### src/rtl/prop_tag_pkg.sv
package prop_tag_pkg;
    typedef enum logic [3:0] {
        IDLE, HDR_RD, HDR_CAP, TAG_RD, TAG_ID, TAG_VBUF,
        TAG_ARG, WR_VAL, WR_LEN, FIN, DONE
    } walk_state_t;

    localparam logic [31:0] ID_BOARD_REV = 32'h0001_0002;
    localparam logic [31:0] ID_MEM_INFO  = 32'h0001_0005;
    localparam logic [31:0] ID_PWR_STATE = 32'h0002_0001;
    localparam logic [31:0] ID_CLK_RATE  = 32'h0003_0002;

    localparam logic [31:0] CODE_OK    = 32'h8000_0000;
    localparam logic [31:0] CODE_ERROR = 32'h8000_0001;
    localparam logic [31:0] LEN_FLAG   = 32'h8000_0000;
endpackage

### src/rtl/prop_tag_answer.sv
module prop_tag_answer
    import prop_tag_pkg::*;
#(
    parameter int NUM_CLK = 10,
    parameter int NUM_DEV = 9
) (
    input  logic [31:0]          tag_id,
    input  logic [31:0]          arg,
    input  logic [31:0]          cfg_board_rev,
    input  logic [31:0]          cfg_mem_base,
    input  logic [31:0]          cfg_mem_size,
    input  logic [NUM_CLK*32-1:0] cfg_clk_rates,
    input  logic [NUM_DEV-1:0]   cfg_dev_on,
    output logic                 known,
    output logic [1:0]           nwords,
    output logic [31:0]          word0,
    output logic [31:0]          word1
);
    logic [31:0] rate;
    logic [31:0] pstate;

    always_comb begin
        rate = '0;
        for (int i = 0; i < NUM_CLK; i++)
            if (arg == 32'(i + 1)) rate = cfg_clk_rates[i*32 +: 32];
    end

    always_comb begin
        pstate = 32'd2;
        for (int i = 0; i < NUM_DEV; i++)
            if (arg == 32'(i)) pstate = {31'd0, cfg_dev_on[i]};
    end

    always_comb begin
        known  = 1'b1;
        nwords = 2'd2;
        word0  = arg;
        word1  = '0;
        unique case (tag_id)
            ID_BOARD_REV: begin nwords = 2'd1; word0 = cfg_board_rev; end
            ID_MEM_INFO:  begin word0 = cfg_mem_base; word1 = cfg_mem_size; end
            ID_CLK_RATE:  word1 = rate;
            ID_PWR_STATE: word1 = pstate;
            default:      begin known = 1'b0; nwords = 2'd0; end
        endcase
    end
endmodule

### src/rtl/prop_tag_responder.sv
module prop_tag_responder
    import prop_tag_pkg::*;
#(
    parameter int AW      = 10,
    parameter int NUM_CLK = 10,
    parameter int NUM_DEV = 9
) (
    input  logic                  clk,
    input  logic                  rst_n,
    input  logic                  req_valid,
    input  logic [31:0]           req_addr,
    output logic                  req_ready,
    output logic                  rsp_valid,
    output logic [31:0]           rsp_addr,
    output logic                  mem_en,
    output logic                  mem_we,
    output logic [AW-1:0]         mem_addr,
    output logic [31:0]           mem_wdata,
    input  logic [31:0]           mem_rdata,
    input  logic [31:0]           cfg_board_rev,
    input  logic [31:0]           cfg_mem_base,
    input  logic [31:0]           cfg_mem_size,
    input  logic [NUM_CLK*32-1:0] cfg_clk_rates,
    input  logic [NUM_DEV-1:0]    cfg_dev_on
);
    localparam int PW = 34;

    walk_state_t state, nxt;
    logic [31:0]   addr_q, size_q, id_q, vbuf_q, arg_q;
    logic [AW-1:0] base_w;
    logic [PW-1:0] ptr_q;
    logic          err_q, cnt_q;

    logic          known;
    logic [1:0]    nwords, nw_eff;
    logic [31:0]   word0, word1, resp_bytes, len_val;
    logic [PW-1:0] size_x, vbuf_rnd, next_ptr;
    logic          over_id, over_hdr, over_val;
    logic [AW-1:0] tag_w;

    prop_tag_answer #(.NUM_CLK(NUM_CLK), .NUM_DEV(NUM_DEV)) ans_i (
        .tag_id(id_q), .arg(arg_q),
        .cfg_board_rev(cfg_board_rev), .cfg_mem_base(cfg_mem_base),
        .cfg_mem_size(cfg_mem_size), .cfg_clk_rates(cfg_clk_rates),
        .cfg_dev_on(cfg_dev_on),
        .known(known), .nwords(nwords), .word0(word0), .word1(word1)
    );

    assign size_x     = {2'b00, size_q};
    assign vbuf_rnd   = ({2'b00, vbuf_q} + PW'(3)) & ~PW'(3);
    assign next_ptr   = ptr_q + PW'(12) + vbuf_rnd;
    assign over_id    = (ptr_q + PW'(4)) > size_x;
    assign over_hdr   = (ptr_q + PW'(12)) > size_x;
    assign over_val   = (ptr_q + PW'(12) + {2'b00, mem_rdata}) > size_x;
    assign tag_w      = base_w + ptr_q[AW+1:2];
    assign resp_bytes = {28'd0, nwords, 2'b00};
    assign len_val    = (vbuf_q < resp_bytes) ? vbuf_q : resp_bytes;
    assign nw_eff     = (vbuf_q < resp_bytes) ? vbuf_q[3:2] : nwords;

    // state register
    always_ff @(posedge clk or negedge rst_n)
        if (!rst_n) state <= IDLE;
        else        state <= nxt;

    // next-state logic
    always_comb begin
        nxt = state;
        unique case (state)
            IDLE:     if (req_valid) nxt = HDR_RD;
            HDR_RD:   nxt = HDR_CAP;
            HDR_CAP:  nxt = TAG_RD;
            TAG_RD:   nxt = over_id ? FIN : TAG_ID;
            TAG_ID:   nxt = (mem_rdata == 32'd0 || over_hdr) ? FIN : TAG_VBUF;
            TAG_VBUF: nxt = over_val ? FIN : TAG_ARG;
            TAG_ARG:  nxt = !known ? TAG_RD : ((nw_eff == 2'd0) ? WR_LEN : WR_VAL);
            WR_VAL:   if ({1'b0, cnt_q} == nw_eff - 2'd1) nxt = WR_LEN;
            WR_LEN:   nxt = TAG_RD;
            FIN:      nxt = DONE;
            DONE:     nxt = IDLE;
            default:  nxt = IDLE;
        endcase
    end

    // walk datapath
    always_ff @(posedge clk or negedge rst_n) begin
        if (!rst_n) begin
            addr_q <= '0; base_w <= '0; size_q <= '0; ptr_q <= '0;
            id_q <= '0; vbuf_q <= '0; arg_q <= '0; err_q <= 1'b0; cnt_q <= 1'b0;
        end else begin
            unique case (state)
                IDLE: if (req_valid) begin
                    addr_q <= req_addr;
                    base_w <= req_addr[AW+1:2];
                    err_q  <= 1'b0;
                end
                HDR_CAP: begin size_q <= mem_rdata; ptr_q <= PW'(8); end
                TAG_RD:  if (over_id) err_q <= 1'b1;
                TAG_ID: begin
                    id_q <= mem_rdata;
                    if (mem_rdata != 32'd0 && over_hdr) err_q <= 1'b1;
                end
                TAG_VBUF: begin
                    vbuf_q <= mem_rdata;
                    if (over_val) err_q <= 1'b1;
                end
                TAG_ARG: begin
                    arg_q <= mem_rdata;
                    cnt_q <= 1'b0;
                    if (!known) ptr_q <= next_ptr;
                end
                WR_VAL:  cnt_q <= ~cnt_q;
                WR_LEN:  ptr_q <= next_ptr;
                default: ;
            endcase
        end
    end

    // outputs
    always_comb begin
        req_ready = 1'b0;
        rsp_valid = 1'b0;
        rsp_addr  = addr_q;
        mem_en    = 1'b0;
        mem_we    = 1'b0;
        mem_addr  = tag_w;
        mem_wdata = '0;
        unique case (state)
            IDLE:     req_ready = 1'b1;
            HDR_RD:   begin mem_en = 1'b1; mem_addr = base_w; end
            TAG_RD:   mem_en = !over_id;
            TAG_ID:   begin mem_en = 1'b1; mem_addr = tag_w + AW'(1); end
            TAG_VBUF: begin mem_en = 1'b1; mem_addr = tag_w + AW'(3); end
            WR_VAL: begin
                mem_en = 1'b1; mem_we = 1'b1;
                mem_addr  = tag_w + AW'(3) + AW'(cnt_q);
                mem_wdata = cnt_q ? word1 : word0;
            end
            WR_LEN: begin
                mem_en = 1'b1; mem_we = 1'b1;
                mem_addr  = tag_w + AW'(2);
                mem_wdata = LEN_FLAG | len_val;
            end
            FIN: begin
                mem_en = 1'b1; mem_we = 1'b1;
                mem_addr  = base_w + AW'(1);
                mem_wdata = err_q ? CODE_ERROR : CODE_OK;
            end
            DONE:     rsp_valid = 1'b1;
            default:  ;
        endcase
    end
endmodule

### config.mk
export PLATFORM = sky130hd
export DESIGN_NAME = prop_tag_responder
export DESIGN_NICKNAME = d
export VERILOG_FILES = /design/src/rtl/prop_tag_pkg.sv /design/src/rtl/prop_tag_answer.sv /design/src/rtl/prop_tag_responder.sv
export SDC_FILE = /design/constraint.sdc
export NUM_CORES = 1
export LEC_CHECK = 0
export BUFFER_PORTS_ARGS = -buffer_cell sky130_fd_sc_hd__buf_4
export CAP_MARGIN = 20
export CORE_AREA = 5 5 218 220
export CTS_CLUSTER_DIAMETER = 40
export DETAILED_ROUTE_END_ITERATION = 8
export DIE_AREA = 0 0 223 225
export PLACE_DENSITY = 0.71
export SLEW_MARGIN = 20
export SYNTH_ARGS = -nofsm -noshare
export SYNTH_HDL_FRONTEND = slang
export SYNTH_HIERARCHICAL = 1
export SYNTH_SLANG_ARGS = --single-unit
### constraint.sdc
create_clock -name clk -period 5.8 [get_ports clk]
set_input_delay 0.29 -clock clk [delete_from_list [all_inputs] [get_ports clk]]
set_output_delay 0.29 -clock clk [all_outputs]
set_load 0.03 [all_outputs]
**Word level (Yosys, flattened, before mapping)**

Index checks and enable logic that the tools add are counted.

- Register bits: 210
- Input bits: 492
- Output and inout port bits: 78
- Logic and storage cells: 127

- Add/subtract/negate cells: 12
- Order comparisons: 4
- Equality and inequality tests: 31
- Multiplexer cells: 49
- Bitwise logic cells: 1
- Reductions and logical operators: 20

Operator list:

| kind | number |
|---|---|
| $mux 32 | 11 |
| $pmux 32 s3 | 2 |
| $eq 32x3->1 const B | 4 |
| $gt 34x32->1 | 3 |
| $pmux 34 s3 | 1 |
| $eq 32x4->1 const B | 3 |
| $eq 32x17->1 const B | 2 |
| $eq 32x18->1 const B | 2 |
| $eq 32x2->1 const B | 2 |
| $logic_not 32->1 | 2 |
| $pmux 32 s2 | 1 |
| $pmux 10 s6 | 1 |
| $pmux 4 s9 | 1 |
| $add 34x3->34 const B | 1 |
| $add 34x32->34 | 1 |
| $add 34x33->34 | 1 |
| $add 34x4->34 const B | 1 |
| $mux 34 | 1 |
| $add 32x2->33 const B | 1 |
| $eq 32x1->1 const B | 1 |
| $lt 32x4->1 | 1 |
| $reduce_bool 32->1 | 1 |
| $mux 31 | 1 |
| $mux 4 | 7 |
| other kinds (31) | 65 |

**Depth between registers and ports, before layout**

Gate-level depths: netlist of run 1.

- Word-level depth: 14
- Mapped depth: 24
- Mapped depth without buffers: 24

**Cells and area by module**

The synthesis of run 1 kept the hierarchy.

By module, submodules not included:

| module | instances | cells each | area each (um2) | sequential area each (um2) |
|---|---|---|---|---|
| prop_tag_responder | 1 | 1959 | 16707.3 | 4954.8 |
| prop_tag_answer | 1 | 595 | 3846.2 | 0.0 |

**Least setup slack after synthesis of run 1**

Ideal clock, no wire load.

- Kind: register to register
- Start: register ptr_q[2]
- End: register state[3]
- Setup time: 0.133 ns
- Arrival: 4.634 ns
- Required time: 5.667 ns
- Slack: 1.033 ns
- Cell stages (with the launch flop): 23
- Path buffers: 0
- Clock period less this slack: 4.767 ns
- Cells stage by stage: dfrtp_1 inv_1 ha_1 nor3_1 and3_1 xor2_1 ha_1 a21oi_1 o21ai_0 a21o_1 o21ai_0 a211o_1 nand2_1 a221oi_1 o21ai_0 xor2_1 ha_1 a211oi_1 nand3_1 o21bai_1 nor2_1 a211oi_2 a211oi_1

- Word-level cells in the longest chain between the ends: 5
- Elaborated cells between the ends (all ways): 11
- Classes of those cells: 3 x add/sub; 3 x order compare; 4 x mux; 1 x reduce/logical

RTL lines:

| item | RTL line | RTL |
|---|---|---|
| start: declaration | prop_tag_responder.sv:31 | `logic [PW-1:0] ptr_q;` |
| start signal: assignment | prop_tag_responder.sv:109 | `if (!known) ptr_q <= next_ptr;` |
| start signal: assignment | prop_tag_responder.sv:112 | `WR_LEN: ptr_q <= next_ptr;` |
| $add 34x4->34 | prop_tag_responder.sv:53, prop_tag_responder.sv:54 |  |
| $add 34x32->34 or $gt 34x32->1 (tied branches) | prop_tag_responder.sv:54, prop_tag_responder.sv:53 |  |
| $gt 34x32->1 or $logic_or 1x1->1 (tied branches) | prop_tag_responder.sv:54, prop_tag_responder.sv:73 |  |
| $mux 4 (on tied branches) | prop_tag_responder.sv:74, prop_tag_responder.sv:73 |  |
| $pmux 4 s9 * | prop_tag_responder.sv:68 | `unique case (state)` |
| end signal: assignment | prop_tag_responder.sv:63 | `else state <= nxt;` |
| end: declaration | prop_tag_responder.sv:28 | `walk_state_t state, nxt;` |

Every way passes the cells marked *; elsewhere a longest branch is shown, timed or not.
A chain may end at the register's enable or synchronous reset.

**Final worst setup path of run 1**

- Start: register id_q[19]
- End: output mem_wdata[2]

- Word-level cells in the longest chain between the ends: 6
- Elaborated cells between the ends (all ways): 12
- Classes of those cells: 1 x order compare; 4 x eq/ne; 6 x mux; 1 x reduce/logical

RTL lines:

| item | RTL line | RTL |
|---|---|---|
| start: declaration | prop_tag_responder.sv:29 | `logic [31:0] addr_q, size_q, id_q, vbuf_q, arg_q;` |
| start signal: assignment | prop_tag_responder.sv:99 | `id_q <= mem_rdata;` |
| $eq 32x17->1 or $eq 32x18->1 (tied branches) | prop_tag_answer.sv:39 | `unique case (tag_id)` |
| $reduce_or 3->1 (no line) | n/a |  |
| $pmux 2 s2 * | prop_tag_answer.sv:39 |  |
| net nwords[1] | prop_tag_responder.sv:35 | `logic [1:0] nwords, nw_eff;` |
| $lt 32x4->1 * | prop_tag_responder.sv:57 | `assign len_val = (vbuf_q < resp_bytes) ? vbuf_q : resp_bytes;` |
| $mux 31 * | prop_tag_responder.sv:57 |  |
| $pmux 32 s3 * | prop_tag_responder.sv:127 | `unique case (state)` |
| end: declaration | prop_tag_responder.sv:18 | `output logic [31:0] mem_wdata,` |

Mark *: on every way through the listed nets, which the timed path passes. The rest lies on a longest branch.

==> flow_summary.rst, run 1 <==
.. list-table::
   :header-rows: 1

   * - Metric
     - Value
   * - Result of the run
     - finished, final reports clean
   * - Clock buffers created by TritonCTS
     - 17
   * - Via count of the first global-routing pass
     - 22.3k
   * - Overall fraction of global-route tracks in use
     - 39.7%
   * - Number of setup violations in the final report
     - 0
   * - CTS H-tree depth
     - 4
   * - CP Cell Sequence
     - nor4_1 -> nand3_1 -> nor2_1 -> and4_1 -> or3_1 -> inv_1 -> ha_1 -> nor4_1 -> and4_1 -> nand4_1 -> nor4_2 -> mux2i_1 -> o22ai_1 -> buf_4
   * - Initial DRC count
     - 2,510
   * - Worst slew margin
     - 25.1%
   * - Number of instances in the synthesized netlist
     - 2,554
   * - Final critical-path setup slack
     - 0.118 ns
   * - Final Cell Area
     - 26,200 um2
   * - # nets final
     - 3,736
   * - Cell types with the largest area share after synthesis
     - dfrtp_1, ha_1, nand2_1, xnor2_1, mux2_2
   * - Largest area contributor in the synthesized netlist
     - dfrtp_1
   * - Floorplan Core Area
     - 45,100 um2
   * - Number of setup buffers added after CTS
     - 0
   * - Iteration count of the initial detailed-routing pass
     - 6
   * - Critical Path Start Type
     - flop
   * - Maximum number of pins on one net before global-route repair
     - 98
   * - Avg Cell Area, Syn
     - 8.05 um2
   * - FFs w/ async S/R, synth
     - 100%
   * - Clock root buffer
     - clkbuf_16
   * - Global-route wire length before repair
     - 150 mm
   * - Top cells by instance count after synthesis
     - nand2_1, dfrtp_1, ha_1
   * - Required time at the endpoint of the critical path
     - 5.51 ns
   * - Per-cell via count in the routed design
     - 6.35
   * - Number of port buffers
     - 569
   * - Library cells used by synthesis
     - 101
   * - Placer's final routability congestion estimate
     - 1.04
   * - CP max FO
     - 6
   * - Area share of the largest cell type after synthesis
     - 24.1%
   * - Proportion of layout cells with a drive suffix above 1
     - 26.8%
   * - Peak per-stage delay on the critical path
     - 0.65 ns
   * - Leakage
     - 12.4 nW
   * - Final clock skew
     - 0.0166 ns
   * - Max cap viols
     - 0
   * - Period minus WS final
     - 5.68 ns
   * - Clock latency reported for the late side of the worst-skew pair
     - 0.50 ns
   * - Family with the most delay on the worst path
     - simple AND/OR/NAND/NOR gates
   * - Pre-CTS WS
     - 0.225 ns
   * - Final core utilization
     - 58.1%
   * - Width of the chip
     - 223 um
   * - Number of slew-limit violations in the final report
     - 0
   * - Endpoint class of the critical path
     - primary output
   * - Post-route DRC
     - 0
   * - Commonest register cell after synthesis
     - dfrtp_1
   * - Clock-pin slew of the registers on the worst-case setup and hold paths
     - 0.08 ns
   * - Effective utilization at floorplan
     - 45.6%
   * - Peak clock frequency supported by timing
     - 176 MHz
   * - Routed WL per cell
     - 28.5 um
   * - Fin crit share
     - 98.0%
   * - Antenna violations before repair
     - 7
   * - DP Area
     - 25,500 um2
   * - Residual antenna-violating net count after detailed routing
     - 0
   * - Post-synthesis sequential area ratio
     - 24.1%
   * - Clock Sinks
     - 198
   * - Remaining global-route overflow
     - 0
   * - Vias
     - 23.4k
   * - Setup TNS after final layout
     - 0 ns
   * - Detailed placement HPWL
     - 86.7 mm
   * - Total power divided by cell area
     - 557 nW/um2
   * - Start-to-end type of the worst setup path
     - reg -> out
   * - Total power
     - 14.6 mW
   * - Hold Path Class
     - in -> reg
   * - Slowest stage cell, crit path
     - o22ai_1
   * - Worst-margin pin slew
     - 1.12 ns
   * - Fin cells
     - 3,688
   * - Total Die Area
     - 50,200 um2
   * - Maximum clock insertion buffer count
     - 2
   * - Worst VDD drop
     - 0.000385 V
   * - Number of fillers in the final layout
     - 4,224
   * - EDFF count, synth
     - 0
   * - Number of synthesis warnings
     - 6
   * - Height of the die
     - 225 um
   * - Worst Path Arrival
     - 5.39 ns
   * - Worst Hold Slack
     - 0.0227 ns
   * - Std-Cell Rows
     - 78
   * - Placed instance count
     - 3,645
   * - Most used standard cell by instance count after synthesis
     - nand2_1
   * - Crit path buffers/inverters
     - 2
   * - Syn Std Cell Area
     - 20,600 um2
   * - CTS tree
     - done
   * - Area growth syn-to-layout
     - 27.5%
   * - Final hold violations
     - 0
   * - I/O pin count
     - 570
   * - Aggregate routed wire length
     - 105 mm
   * - Synthesis-stage register bit count
     - 198
   * - Total nets after synthesis
     - 3,219
-- layer usage --
metal | GRT usage [%] | part of all wire [%]
met2 | 60.7 | 44
met4 | 15.0 | 4.7
met5 | 0 | 0.012
met3 | 13.1 | 12
met1 | 52.4 | 40
-- cell families (layout without fill, tap and decap cells) --
kind of cell,Yosys count,after routing,synth area share [%]
other,0,5,0
xor gates and xnor gates,163,163,7.09
AOI/OAI and AO/OA,704,704,24.0
DFF,198,198,24.1
and+or+nand+nor,949,949,21.9
adders and majority gates,173,173,10.6
buffers and inverters,224,753,4.77
muxes,143,143,7.50
-- final cells by class --
cell class,count,area [um2],area share (%)
Clock inverter,11,149,0.568
Clock buffer,20,447,1.70
Antenna cell,5,12.5,0.0477
Tap cell,600,751,2.86
Timing Repair Buffer,646,4870,18.6
Inverter,76,285,1.09
Multi-Input combinational cell,2132,14700,56.2
Sequential cell,198,4960,18.9
-- state kept, by name (all words and copies together), names as in the netlist --
register  count
arg_q        32
cnt_q         1
err_q         1
id_q         32
ptr_q        32
rsp_addr     32
size_q       32
state         4
vbuf_q       32
-- power breakdown --
part / total [mW] / switching, mW / leakage, nW / internal, mW
combinational: 10.3 / 6.12 / 9.65 / 4.15
sequential: 3.07 / 1.01 / 2.43 / 2.06
clock: 1.26 / 0.608 / 0.292 / 0.655
total: 14.6 / 7.74 / 12.4 / 6.86
-- cells in the final DEF (no fill, tap or decap), types with 7 or more instances in the layout --
cell type  instances
mux2_2            68
and4_1             9
and3_1            24
a22oi_1           69
a31oi_1            9
ha_1             171
nor2_1           158
o21bai_1          12
o21a_1            17
nand3_1           61
o41ai_1           10
a21oi_1          146
o21ai_0          132
nor3_1            38
nand2_1          443
nand4_1           51
nand2b_1          20
clkbuf_16         17
o211ai_1           7
or3_1             10
xnor2_1          101
and2_1            11
a21o_1            44
o41ai_2           22
nor4_1            38
o22ai_1           62
mux2i_1           73
buf_4            638
a211oi_1          20
inv_1             76
a211o_1            7
o22a_1            56
or4_1              7
a221oi_1          12
nor2b_1           26
xor2_1            56
dfrtp_1          194
-- repair_timing --
action	in CTS	in global routing
endpoints found under the setup margin	0	6
resized for setup	0	13
hold buffers	6	0
hold endpoints to repair	100	0
-- final timing paths --
path	endpoint	depth (start not counted)	slack [ns]	start
max in group asynchronous	arg_q[1]	3	3.98	rst_n
max reg2reg	state[2]	25	0.21	ptr_q[2]
min	rsp_addr[27]	2	0.02	req_addr[27]
min reg2reg	id_q[18]	2	0.48	id_q[18]
max	mem_wdata[2]	14	0.12	id_q[19]
min in group asynchronous	size_q[16]	2	0.41	rst_n
Power figures use the tool's default switching activity.
==> run 2: changes to the inputs <==
--- a/config.mk
+++ b/config.mk
@@ -8,6 +8,7 @@
 export BUFFER_PORTS_ARGS = -buffer_cell sky130_fd_sc_hd__buf_4
 export CAP_MARGIN = 20
 export CORE_AREA = 5 5 218 220
+export CTS_BUF_LIST = sky130_fd_sc_hd__clkbuf_4 sky130_fd_sc_hd__clkbuf_8
 export CTS_CLUSTER_DIAMETER = 40
 export DETAILED_ROUTE_END_ITERATION = 8
 export DIE_AREA = 0 0 223 225
==> run 2 against run 1 <==
Against the previous run:
- utilization up 0.89 points
- clock skew hardly changed
- clock power decreased by 21%
- critical path depth is the same
- total power decreased by 1.7%
- die area is the same
- highest routed layer unchanged
- global-route usage grew 0.39 points
- register-to-register slack improved by 0.06 ns
==> flow_summary.rst, run 2 (synthesized netlist as in run 1, its figures left out) <==
.. list-table::
   :header-rows: 1

   * - Metric
     - Value
   * - Height of the die
     - 225 um (unchanged)
   * - Worst slew margin
     - 24.2% (-0.97 points)
   * - Maximum number of pins on one net before global-route repair
     - 98 (unchanged)
   * - Iteration count of the initial detailed-routing pass
     - 6 (unchanged)
   * - Per-cell via count in the routed design
     - 6.29 (-0.89%)
   * - Worst VDD drop
     - 0.000425 V (+10%)
   * - Leakage
     - 12.5 nW (+1.2%)
   * - Setup TNS after final layout
     - 0 ns (unchanged)
   * - Routed WL per cell
     - 28.4 um (-0.60%)
   * - Pre-CTS WS
     - 0.225 ns (unchanged)
   * - Clock root buffer
     - clkbuf_8
   * - Max cap viols
     - 0 (unchanged)
   * - Commonest cells after routing, fill and taps aside
     - buf_4, nand2_1, dfrtp_1
   * - Worst Path Arrival
     - 5.25 ns (-0.14 ns)
   * - Hold Path Class
     - in -> reg
   * - Number of port buffers
     - 569 (unchanged)
   * - Detailed placement HPWL
     - 86.7 mm (unchanged)
   * - Post-route DRC
     - 0 (unchanged)
   * - Period minus WS final
     - 5.54 ns (-0.144 ns)
   * - Total power divided by cell area
     - 540 nW/um2 (-3.1%)
   * - Remaining global-route overflow
     - 0 (unchanged)
   * - Overall fraction of global-route tracks in use
     - 40.1% (+0.39 points)
   * - CTS tree
     - done
   * - CTS H-tree depth
     - 4 (unchanged)
   * - CP max FO
     - 6 (unchanged)
   * - Effective utilization at floorplan
     - 45.6% (unchanged)
   * - Via count of the first global-routing pass
     - 22.7k (+1.7%)
   * - Peak clock frequency supported by timing
     - 181 MHz (+2.6%)
   * - Proportion of layout cells with a drive suffix above 1
     - 26.4% (-0.43 points)
   * - # nets final
     - 3,794 (+1.6%)
   * - Critical Path Start Type
     - flop
   * - Antenna violations before repair
     - 8 (+1)
   * - Maximum clock insertion buffer count
     - 2 (unchanged)
   * - Final hold violations
     - 0 (unchanged)
   * - Std-Cell Rows
     - 78 (unchanged)
   * - Clock buffers created by TritonCTS
     - 17 (unchanged)
   * - Clock latency reported for the late side of the worst-skew pair
     - 0.58 ns (+0.08 ns)
   * - Result of the run
     - finished, final reports clean
   * - Aggregate routed wire length
     - 106 mm (+0.96%)
   * - Number of slew-limit violations in the final report
     - 0 (unchanged)
   * - Floorplan Core Area
     - 45,100 um2 (unchanged)
   * - Area growth syn-to-layout
     - 29.4%
   * - Number of fillers in the final layout
     - 4,157 (-1.6%)
   * - Vias
     - 23.6k (+0.67%)
   * - Worst-margin pin slew
     - 1.14 ns (+0.0146 ns)
   * - Final clock skew
     - 0.0162 ns (-0.000400 ns)
   * - Fin crit share
     - 95.5% (-2.5 points)
   * - Initial DRC count
     - 2,769 (+10%)
   * - Clock Sinks
     - 198 (unchanged)
   * - Residual antenna-violating net count after detailed routing
     - 0 (unchanged)
   * - Number of setup violations in the final report
     - 0 (unchanged)
   * - Placer's final routability congestion estimate
     - 1.04 (unchanged)
   * - Width of the chip
     - 223 um (unchanged)
   * - Most frequent standard cell in the layout excluding fill and tap cells
     - buf_4
   * - Number of setup buffers added after CTS
     - 0 (unchanged)
   * - Endpoint class of the critical path
     - primary output
   * - Clock-pin slew of the registers on the worst-case setup and hold paths
     - 0.11 ns (+0.03 ns)
   * - Start-to-end type of the worst setup path
     - reg -> out
   * - Global-route wire length before repair
     - 151 mm (+1.2%)
   * - I/O pin count
     - 570 (unchanged)
   * - Total Die Area
     - 50,200 um2 (unchanged)
   * - Required time at the endpoint of the critical path
     - 5.51 ns (about the same)
   * - Final critical-path setup slack
     - 0.262 ns (+0.144 ns)
run 2: changes by cell type in the layout (fill, tap and decap cells not counted), sizes merged:
cell         previous run  this run
dlygate4sd3             6        64
run 2: worst max-delay path, stage by stage (launching register included):
cell and delay [ns]:
dfrtp_1 0.40, nor4_1 0.32, nand3_1 0.43, nor2_1 0.28, and4_1 0.37, or3_1 0.20, inv_1 0.06, ha_1 0.29
nor4_1 0.29, and4_1 0.33, nand4_1 0.18, nor4_4 0.38, mux2i_1 0.23, o22ai_1 0.61, buf_4 0.28
run 2: per-stage QoR:
step	total power [mW]	cell area, um2	instances	util (%)	hold slack (ns)
after floorplan	9.76	20600	2554	-	-0.00559
after global placement	12.7	25500	3645	56.5	0.408
after detailed placement	13.0	25500	3645	56.5	0.412
after CTS	14.1	26500	3740	58.8	0.00360
after global routing	15.4	26600	3746	59.0	0.0297
final	14.4	26600	3746	59.0	0.0601
run 2: final timing paths:
check / start / end / slack (ns) / cells past startpoint
worst min register to register: id_q[26] / id_q[26] / 0.49 / 2
worst min-delay path: mem_rdata[11] / id_q[11] / 0.06 / 3
worst max-delay path: id_q[19] / mem_wdata[2] / 0.26 / 14
min in group asynchronous: rst_n / size_q[16] / 0.35 / 2
max in group asynchronous: rst_n / arg_q[1] / 4.07 / 3
worst max register to register: ptr_q[2] / state[2] / 0.27 / 25
run 2: final cells by class:
| class | instances | area (um2) | share of cell area, % |
|---|---|---|---|
| Multi-Input combinational cell | 2132 | 14700 | 55.4 |
| Timing Repair Buffer | 704 | 5450 | 20.5 |
| Sequential cell | 198 | 4960 | 18.7 |
| Tap cell | 600 | 751 | 2.82 |
| Inverter | 76 | 285 | 1.07 |
| Clock buffer | 20 | 263 | 0.988 |
| Clock inverter | 11 | 149 | 0.560 |
| Antenna cell | 5 | 12.5 | 0.0470 |
run 2: layer usage:
layer / GRT usage [%] / vias to the layer above / wire length, um
met5: 0 / - / 13
met4: 16.1 / 2 / 5100
met2: 61.8 / 1394 / 46600
li1: - / 10600 / -
met1: 52.7 / 11400 / 42600
met3: 12.3 / 223 / 12000
run 2: where the power goes:
part / switching (mW) / internal, mW
sequential: 1.02 / 2.05
combinational: 6.13 / 4.17
clock: 0.580 / 0.412
total: 7.72 / 6.64
run 2: timing repair:
item | CTS | global route
hold buffers | 64 | 0
resized for setup | 0 | 15
endpoints found under the setup margin | 0 | 8
hold endpoints to repair | 196 | 0
